[src/rtl/hz_pkg.sv]
package hz_pkg;
  typedef enum logic [1:0] {
    OPC_OTHER = 2'd0,
    OPC_LOAD  = 2'd1,
    OPC_STORE = 2'd2,
    OPC_MUL   = 2'd3
  } op_cls_e;
endpackage

[src/rtl/hz_reg_match.sv]
module hz_reg_match #(
  parameter int REG_W = 5
) (
  input  logic [REG_W-1:0] a,
  input  logic             a_vld,
  input  logic [REG_W-1:0] b,
  input  logic             b_vld,
  output logic             hit
);
  // register 0 is the hardwired zero: never a real producer
  always_comb hit = a_vld && b_vld && (a != '0) && (a == b);
endmodule

[src/rtl/hz_load_use.sv]
module hz_load_use
  import hz_pkg::*;
#(
  parameter int REG_W = 5
) (
  input  logic [REG_W-1:0] src1,
  input  logic             src1_vld,
  input  logic [REG_W-1:0] src2,
  input  logic             src2_vld,
  input  op_cls_e          dop,
  input  logic [REG_W-1:0] xdst,
  input  logic             xdst_vld,
  input  op_cls_e          xop,
  output logic             hz
);
  logic hit1, hit2;

  hz_reg_match #(.REG_W(REG_W)) u_m1 (
    .a(src1), .a_vld(src1_vld), .b(xdst), .b_vld(xdst_vld), .hit(hit1));
  hz_reg_match #(.REG_W(REG_W)) u_m2 (
    .a(src2), .a_vld(src2_vld), .b(xdst), .b_vld(xdst_vld), .hit(hit2));

  // store data operand can be forwarded at the memory stage
  always_comb hz = (xop == OPC_LOAD) && (hit1 || (hit2 && dop != OPC_STORE));
endmodule

[src/rtl/hz_mul_track.sv]
module hz_mul_track
  import hz_pkg::*;
#(
  parameter int REG_W       = 5,
  parameter int MUL_STAGES  = 3,
  parameter int CLASH_STAGE = 1
) (
  input  logic [REG_W-1:0]            src1,
  input  logic                        src1_vld,
  input  logic [REG_W-1:0]            src2,
  input  logic                        src2_vld,
  input  logic [REG_W-1:0]            ddst,
  input  logic                        ddst_vld,
  input  op_cls_e                     dop,
  input  logic [REG_W-1:0]            xdst,
  input  logic                        xdst_vld,
  input  op_cls_e                     xop,
  input  logic [MUL_STAGES*REG_W-1:0] mdst,
  input  logic [MUL_STAGES-1:0]       mdst_vld,
  output logic                        hz_operand,
  output logic                        hz_port,
  output logic                        hz_waw
);
  localparam int CLASH_LO = CLASH_STAGE * REG_W;

  logic [MUL_STAGES-1:0] hit_a, hit_b;
  logic                  waw_hit;

  for (genvar k = 0; k < MUL_STAGES; k++) begin : g_stage
    hz_reg_match #(.REG_W(REG_W)) u_ma (
      .a(src1), .a_vld(src1_vld),
      .b(mdst[k*REG_W +: REG_W]), .b_vld(mdst_vld[k]), .hit(hit_a[k]));
    hz_reg_match #(.REG_W(REG_W)) u_mb (
      .a(src2), .a_vld(src2_vld),
      .b(mdst[k*REG_W +: REG_W]), .b_vld(mdst_vld[k]), .hit(hit_b[k]));
  end

  hz_reg_match #(.REG_W(REG_W)) u_waw (
    .a(ddst), .a_vld(ddst_vld), .b(xdst), .b_vld(xdst_vld), .hit(waw_hit));

  logic dec_writes, clash_writes;
  always_comb begin
    dec_writes   = ddst_vld && (ddst != '0);
    clash_writes = mdst_vld[CLASH_STAGE] && (mdst[CLASH_LO +: REG_W] != '0);
    hz_operand   = |(hit_a | hit_b);
    hz_port      = dec_writes && (dop != OPC_MUL) && clash_writes;
    hz_waw       = (xop == OPC_MUL) && waw_hit;
  end
endmodule

[src/rtl/hazard_stall_unit.sv]
module hazard_stall_unit
  import hz_pkg::*;
#(
  parameter int REG_W       = 5,
  parameter int MUL_STAGES  = 3,
  parameter int CLASH_STAGE = 1
) (
  input  logic [REG_W-1:0]            dec_src1,
  input  logic                        dec_src1_vld,
  input  logic [REG_W-1:0]            dec_src2,
  input  logic                        dec_src2_vld,
  input  logic [REG_W-1:0]            dec_dst,
  input  logic                        dec_dst_vld,
  input  logic [1:0]                  dec_op,
  input  logic [REG_W-1:0]            ex_dst,
  input  logic                        ex_dst_vld,
  input  logic [1:0]                  ex_op,
  input  logic [MUL_STAGES*REG_W-1:0] mul_dst,
  input  logic [MUL_STAGES-1:0]       mul_dst_vld,
  output logic                        stall,
  output logic                        pc_we,
  output logic                        dec_latch_we,
  output logic                        ex_bubble,
  output logic                        hz_load_use,
  output logic                        hz_mul_operand,
  output logic                        hz_wb_port,
  output logic                        hz_waw
);
  op_cls_e dop, xop;
  always_comb begin
    dop = op_cls_e'(dec_op);
    xop = op_cls_e'(ex_op);
  end

  hz_load_use #(.REG_W(REG_W)) u_ld (
    .src1(dec_src1), .src1_vld(dec_src1_vld),
    .src2(dec_src2), .src2_vld(dec_src2_vld),
    .dop(dop), .xdst(ex_dst), .xdst_vld(ex_dst_vld), .xop(xop),
    .hz(hz_load_use));

  hz_mul_track #(.REG_W(REG_W), .MUL_STAGES(MUL_STAGES),
                 .CLASH_STAGE(CLASH_STAGE)) u_mul (
    .src1(dec_src1), .src1_vld(dec_src1_vld),
    .src2(dec_src2), .src2_vld(dec_src2_vld),
    .ddst(dec_dst), .ddst_vld(dec_dst_vld), .dop(dop),
    .xdst(ex_dst), .xdst_vld(ex_dst_vld), .xop(xop),
    .mdst(mul_dst), .mdst_vld(mul_dst_vld),
    .hz_operand(hz_mul_operand), .hz_port(hz_wb_port), .hz_waw(hz_waw));

  always_comb begin
    stall        = hz_load_use | hz_mul_operand | hz_wb_port | hz_waw;
    pc_we        = ~stall;
    dec_latch_we = ~stall;
    ex_bubble    = stall;
  end
endmodule

[config.mk]
export PLATFORM = sky130hd
export DESIGN_NAME = hazard_stall_unit
export DESIGN_NICKNAME = d
export VERILOG_FILES = /design/src/rtl/hz_pkg.sv /design/src/rtl/hz_reg_match.sv /design/src/rtl/hz_load_use.sv /design/src/rtl/hz_mul_track.sv /design/src/rtl/hazard_stall_unit.sv
export SDC_FILE = /design/constraint.sdc
export NUM_CORES = 1
export LEC_CHECK = 0
export ABC_CLOCK_PERIOD_IN_PS = 2400
export BUFFER_PORTS_ARGS = -buffer_cell sky130_fd_sc_hd__clkbuf_2
export CORE_ASPECT_RATIO = 0.9
export CORE_UTILIZATION = 47
export DETAILED_ROUTE_END_ITERATION = 12
export PLACE_DENSITY = 0.88
export SLEW_MARGIN = 30
export SYNTH_ARGS = -nofsm -noshare
export SYNTH_HDL_FRONTEND = slang
export SYNTH_SLANG_ARGS = --single-unit
export TNS_END_PERCENT = 5
[constraint.sdc]
create_clock -name vclk -period 2.4
set_clock_uncertainty 0.2 [all_clocks]
set_input_delay 0.12 -clock vclk [all_inputs]
set_output_delay 0.12 -clock vclk [all_outputs]
set_load 0.005 [all_outputs]
Word level (Yosys, flattened, before mapping)
Index checks and enable logic that the tools add are counted.
{"block": "word_totals", "ff_bits": 0, "latch_bits": 0, "ramBits": 0, "rom_bits": 0, "input_bits": 46, "output_inout_bits": 8, "word_cells": 58, "mem_count": 0}
{"block": "op_classes", "addsub": 0, "n_mul": 0, "div_mod_pow": 0, "n_lt_le_gt_ge": 0, "eq_ne": 13, "shifts": 0, "muxes": 0, "bitwise_logic": 5, "n_reduce_logical": 40}
{"op": "$eq 5x5->1", "n": 9}
{"op": "$logic_and 1x1->1", "n": 34}
{"op": "$reduce_bool 5->1", "n": 4}
{"op": "$ne 2x2->1 const B", "n": 2}
{"op": "$or 1x1->1", "n": 3}
{"op": "$or 3x3->3", "n": 1}
{"op": "$reduce_or 3->1", "n": 1}
{"op": "$eq 2x1->1 const B", "n": 1}
{"op": "$eq 2x2->1 const B", "n": 1}
{"op": "$logic_or 1x1->1", "n": 1}
{"op": "$not 1->1", "n": 1}

Logic depth before layout (Yosys ltp)
{"block": "logic_depth", "depth_word": 10, "ltp_mapped": 7, "ltp_nobuf": 5}

By module
Synthesis repeated with hierarchy kept, for this count alone.
{"block": "hier_totals", "cells_unflattened": 108, "area_unflattened_um2": 798.3}
{"mod": "hz_reg_match", "instances": 9, "cells_per_inst": 10, "area_per_inst_um2": 76.3, "seq_area_each_um2": 0.0}
{"mod": "hz_mul_track", "instances": 1, "cells_per_inst": 11, "area_per_inst_um2": 56.3, "seq_area_each_um2": 0.0}
{"mod": "hazard_stall_unit", "instances": 1, "cells_per_inst": 4, "area_per_inst_um2": 28.8, "seq_area_each_um2": 0.0}
{"mod": "hz_load_use", "instances": 1, "cells_per_inst": 3, "area_per_inst_um2": 26.3, "seq_area_each_um2": 0.0}

Least setup slack after synthesis
No wires, ideal clock.
{"block": "synth_path", "path_type": "input to output", "start": "in dec_src1[4]", "end": "out pc_we", "t_arrival_ps": 1449, "required_ps": 2080, "path_slack_ps": 631, "path_stages": 7, "path_buffers": 2, "cell_sequence": "buf_6 > or4_4 > o21ai_2 > or4_1 > o21ai_2 > and4b_1 > buf_4"}
{"block": "synth_between", "elab_chain_cells": 9, "word_cells_on_any_way": 21, "classes_between": "eq/ne (4); bitwise (5); reduce/logical (12)"}
{"element": "start: declaration", "line_no": "hazard_stall_unit.sv:8", "text": "input logic [REG_W-1:0] dec_src1,"}
{"element": "$reduce_bool 5->1", "line_no": "hz_reg_match.sv:11", "text": "always_comb hit = a_vld && b_vld && (a != '0) && (a == b);"}
{"element": "$logic_and 1x1->1", "line_no": "hz_reg_match.sv:11"}
{"element": "$logic_and 1x1->1 (*)", "line_no": "hz_reg_match.sv:11"}
{"element": "$logic_or 1x1->1 (*)", "line_no": "hz_load_use.sv:24", "text": "always_comb hz = (xop == OPC_LOAD) && (hit1 || (hit2 && dop != OPC_STORE));"}
{"element": "$logic_and 1x1->1 (*)", "line_no": "hz_load_use.sv:24"}
{"element": "named net hz_load_use", "line_no": "hazard_stall_unit.sv:24", "text": "output logic hz_load_use,"}
{"element": "$or 1x1->1 (*) (3 in a row)", "line_no": "hazard_stall_unit.sv:51", "text": "stall = hz_load_use | hz_mul_operand | hz_wb_port | hz_waw;"}
{"element": "$not 1->1 (*)"}
{"element": "end: declaration", "line_no": "hazard_stall_unit.sv:21", "text": "output logic pc_we,"}
Mark *: on every way through the listed nets, which the timed path passes. The rest lies on a longest branch.

Worst setup path in the final report
{"block": "layout_path", "start": "in dec_dst[1]", "end": "out dec_latch_we"}
{"block": "layout_between", "elab_chain_cells": 7, "word_cells_on_any_way": 11, "classes_between": "eq/ne (1); bitwise (3); reduce/logical (7)"}
{"element": "start: declaration", "line_no": "hazard_stall_unit.sv:12", "text": "input logic [REG_W-1:0] dec_dst,"}
{"element": "$reduce_bool 5->1", "line_no": "hz_reg_match.sv:11, hz_mul_track.sv:43"}
{"element": "$logic_and 1x1->1", "line_no": "hz_mul_track.sv:43", "text": "dec_writes = ddst_vld && (ddst != '0);"}
{"element": "$logic_and 1x1->1 (2 in a row)", "line_no": "hz_mul_track.sv:46", "text": "hz_port = dec_writes && (dop != OPC_MUL) && clash_writes;"}
{"element": "$or 1x1->1", "line_no": "hazard_stall_unit.sv:51"}
{"element": "$or 1x1->1 (*)", "line_no": "hazard_stall_unit.sv:51"}
{"element": "$not 1->1 (*)", "line_no": "hazard_stall_unit.sv:53", "text": "dec_latch_we = ~stall;"}
{"element": "end: declaration", "line_no": "hazard_stall_unit.sv:22", "text": "output logic dec_latch_we,"}
Mark *: on every way between the ends. The rest lies on a longest branch, timed or not.

==> metrics <==
nets around 190; Critical Path Fanout Max 2; Post-DP HPWL between 1.5 and 2 mm; chip width roughly 44 microns; Synth Cell Area between 700 and 800 sq um; crit start category input pin; Clk pwr share 0%; initial antenna violation count 0; Syn Nets around 140; post-route setup TNS 0 ns; Max VDD drop between 0.08 and 0.09 mV; port bufs 54; DR WL/cell approximately 12 microns; Initial DRC Count 20; Period minus WS final approximately 1.9 ns; final hold viol count 0; number of global-route vias before repair 769; Core ar. between 1000 and 1500 sq um; Crit path required time roughly 2.1 ns; layout cell share with drive strength beyond 1 a little over two fifths; Post-CTS Hold Fix Bufs 0; CP Data Arrival Time between 1.5 and 2 ns; routed wire length ~1.9 mm; Hold Path Origin ex_dst_vld; largest net degree at the start of global routing 6; Vias between 800 and 900; setup repair bufs after CTS 0; Netlist cell types 23; n_diodes 0; Slew Limit Headroom 74.3%; Routed Antenna Nets 0; GPL Wtd Cong 0.758; Seq/Total Area, Yosys 0%; gr usage total 23.3%; first-pass GRT wire length roughly 3.1 mm; slew of the pin with the lowest slew margin ~0.38 ns; sequential cells 0; fin. max-slew vios 0; die area about 1800 sq um; Net Sw Power around 0.080 mW; GR Overflow Total 0; LEAKAGE slightly below 0.5 nW; Final setup viols 0; Critical Path Sink Type output port; initial core utilization 51.5%; Combinational Power Share 100.0%; sw frac between 40% and 50%; # clk buffers 0; WHS Path Cells 4; # DRC 1; Mean Syn Cell Area ~7.8 sq um; commonest non-fill, non-tap cell in the layout clkbuf_2; Hold WC Path Type input pin to output port; post-cts gate resize count 0; status complete, but fails checks; Vias/cell 5.34; Hold Path End hz_waw; Fill cells about 130; Final Core Density 65.3%; Final period util between 70% and 80%; sequential power share 0%; # IOs 54; most frequent cells in the layout 54 x clkbuf_2, 27 x xor2_1, 18 x xnor2_1; unrepaired setup endpoints after global routing false; Power Density roughly 170 nW/um^2; area grow syn2layout 26.9%; violated checks design-rule violations; Die H between 30 and 40 microns; row cnt 13; Synth warnings 0; CP Class input pin to output port; DRT Pass-1 Iters 10; Fmax 524 MHz; Synth Instances 97; max_cap viols 0; register area 0 sq um; P_int just over 0.08 mW
==> worst max-delay path, cell delays in order <==
cell and delay (ns):
clkbuf_2 0.09, or4_1 0.51, o21ai_0 0.26, nor3_1 0.13
nor2_1 0.13, and4b_1 0.23, clkbuf_2 0.12
==> cell usage after synthesis <==
library cell	n	area, sq um
a2111oi_0	1	8.76
and3_1	6	37.5
and4b_1	1	10.0
buf_2	6	30.0
buf_4	3	22.5
buf_6	3	33.8
inv_1	3	11.3
nand2_1	2	7.51
nand3b_1	1	7.51
nand4_1	4	25.0
nand4b_1	1	8.76
nor2_1	2	7.51
nor3_1	1	5.00
nor4_1	6	37.5
o211ai_1	1	7.51
o21ai_0	1	5.00
o21ai_2	2	17.5
o21ai_4	1	16.3
o31ai_1	2	15.0
or4_1	3	22.5
or4_4	2	22.5
xnor2_1	18	158
xor2_1	27	236
==> layout make-up <==
class / count / area [sq um] / area share (%)
timing repair buffer: 54 / 270 / 28.3
multi-input combinational: 82 / 656 / 68.6
inverter: 3 / 11.3 / 1.18
tap: 15 / 18.8 / 1.96
==> power groups by stage <==
| stage | registers (mW) | logic [mW] | clock network, mW |
|---|---|---|---|
| after CTS | 0 | 0.161 | 0 |
| after floorplan | 0 | 0.102 | 0 |
| after global placement | 0 | 0.155 | 0 |
| final | 0 | 0.161 | 0 |
| after global routing | 0 | 0.177 | 0 |
| after detailed placement | 0 | 0.161 | 0 |
==> through the flow <==
stage	std cells	total power [mW]	hold slack [ns]	instance area (sq um)	setup WS [ns]
after global routing	154	0.177	0.380	956	0.386
after detailed placement	154	0.161	0.351	956	0.490
after global placement	154	0.155	0.346	956	0.519
final	154	0.161	0.350	956	0.493
after floorplan	97	0.102	0.139	753	0.631
after CTS	154	0.161	0.354	956	0.488
==> metal layers <==
metal,part of all wire (%),global-route usage (%),vias up
met2,50,47.1,36
met4,0.73,3.79,0
li1,-,-,419
met5,0,0,-
met1,44,28.2,365
met3,4.8,0.450,2
==> how the worst max path moves through the flow <==
stage | startpoint | endpoint | cells after the start
after floorplan | dec_src1[4] | pc_we | 7
final | dec_dst[1] | dec_latch_we | 7
after global placement | dec_dst[1] | dec_latch_we | 7
after detailed placement | dec_dst[1] | dec_latch_we | 7
after CTS | dec_dst[1] | dec_latch_we | 7
after global routing | dec_dst[1] | dec_latch_we | 7
==> kinds of logic after synthesis <==
logic type	after synthesis	synth area share (%)
AO/OA/AOI/OAI	8	9.30
buffers and inverters	15	13.0
XOR/XNOR	45	52.3
AND/OR/NAND/NOR	29	25.4
Note: power is estimated with default switching activity, not from simulation.
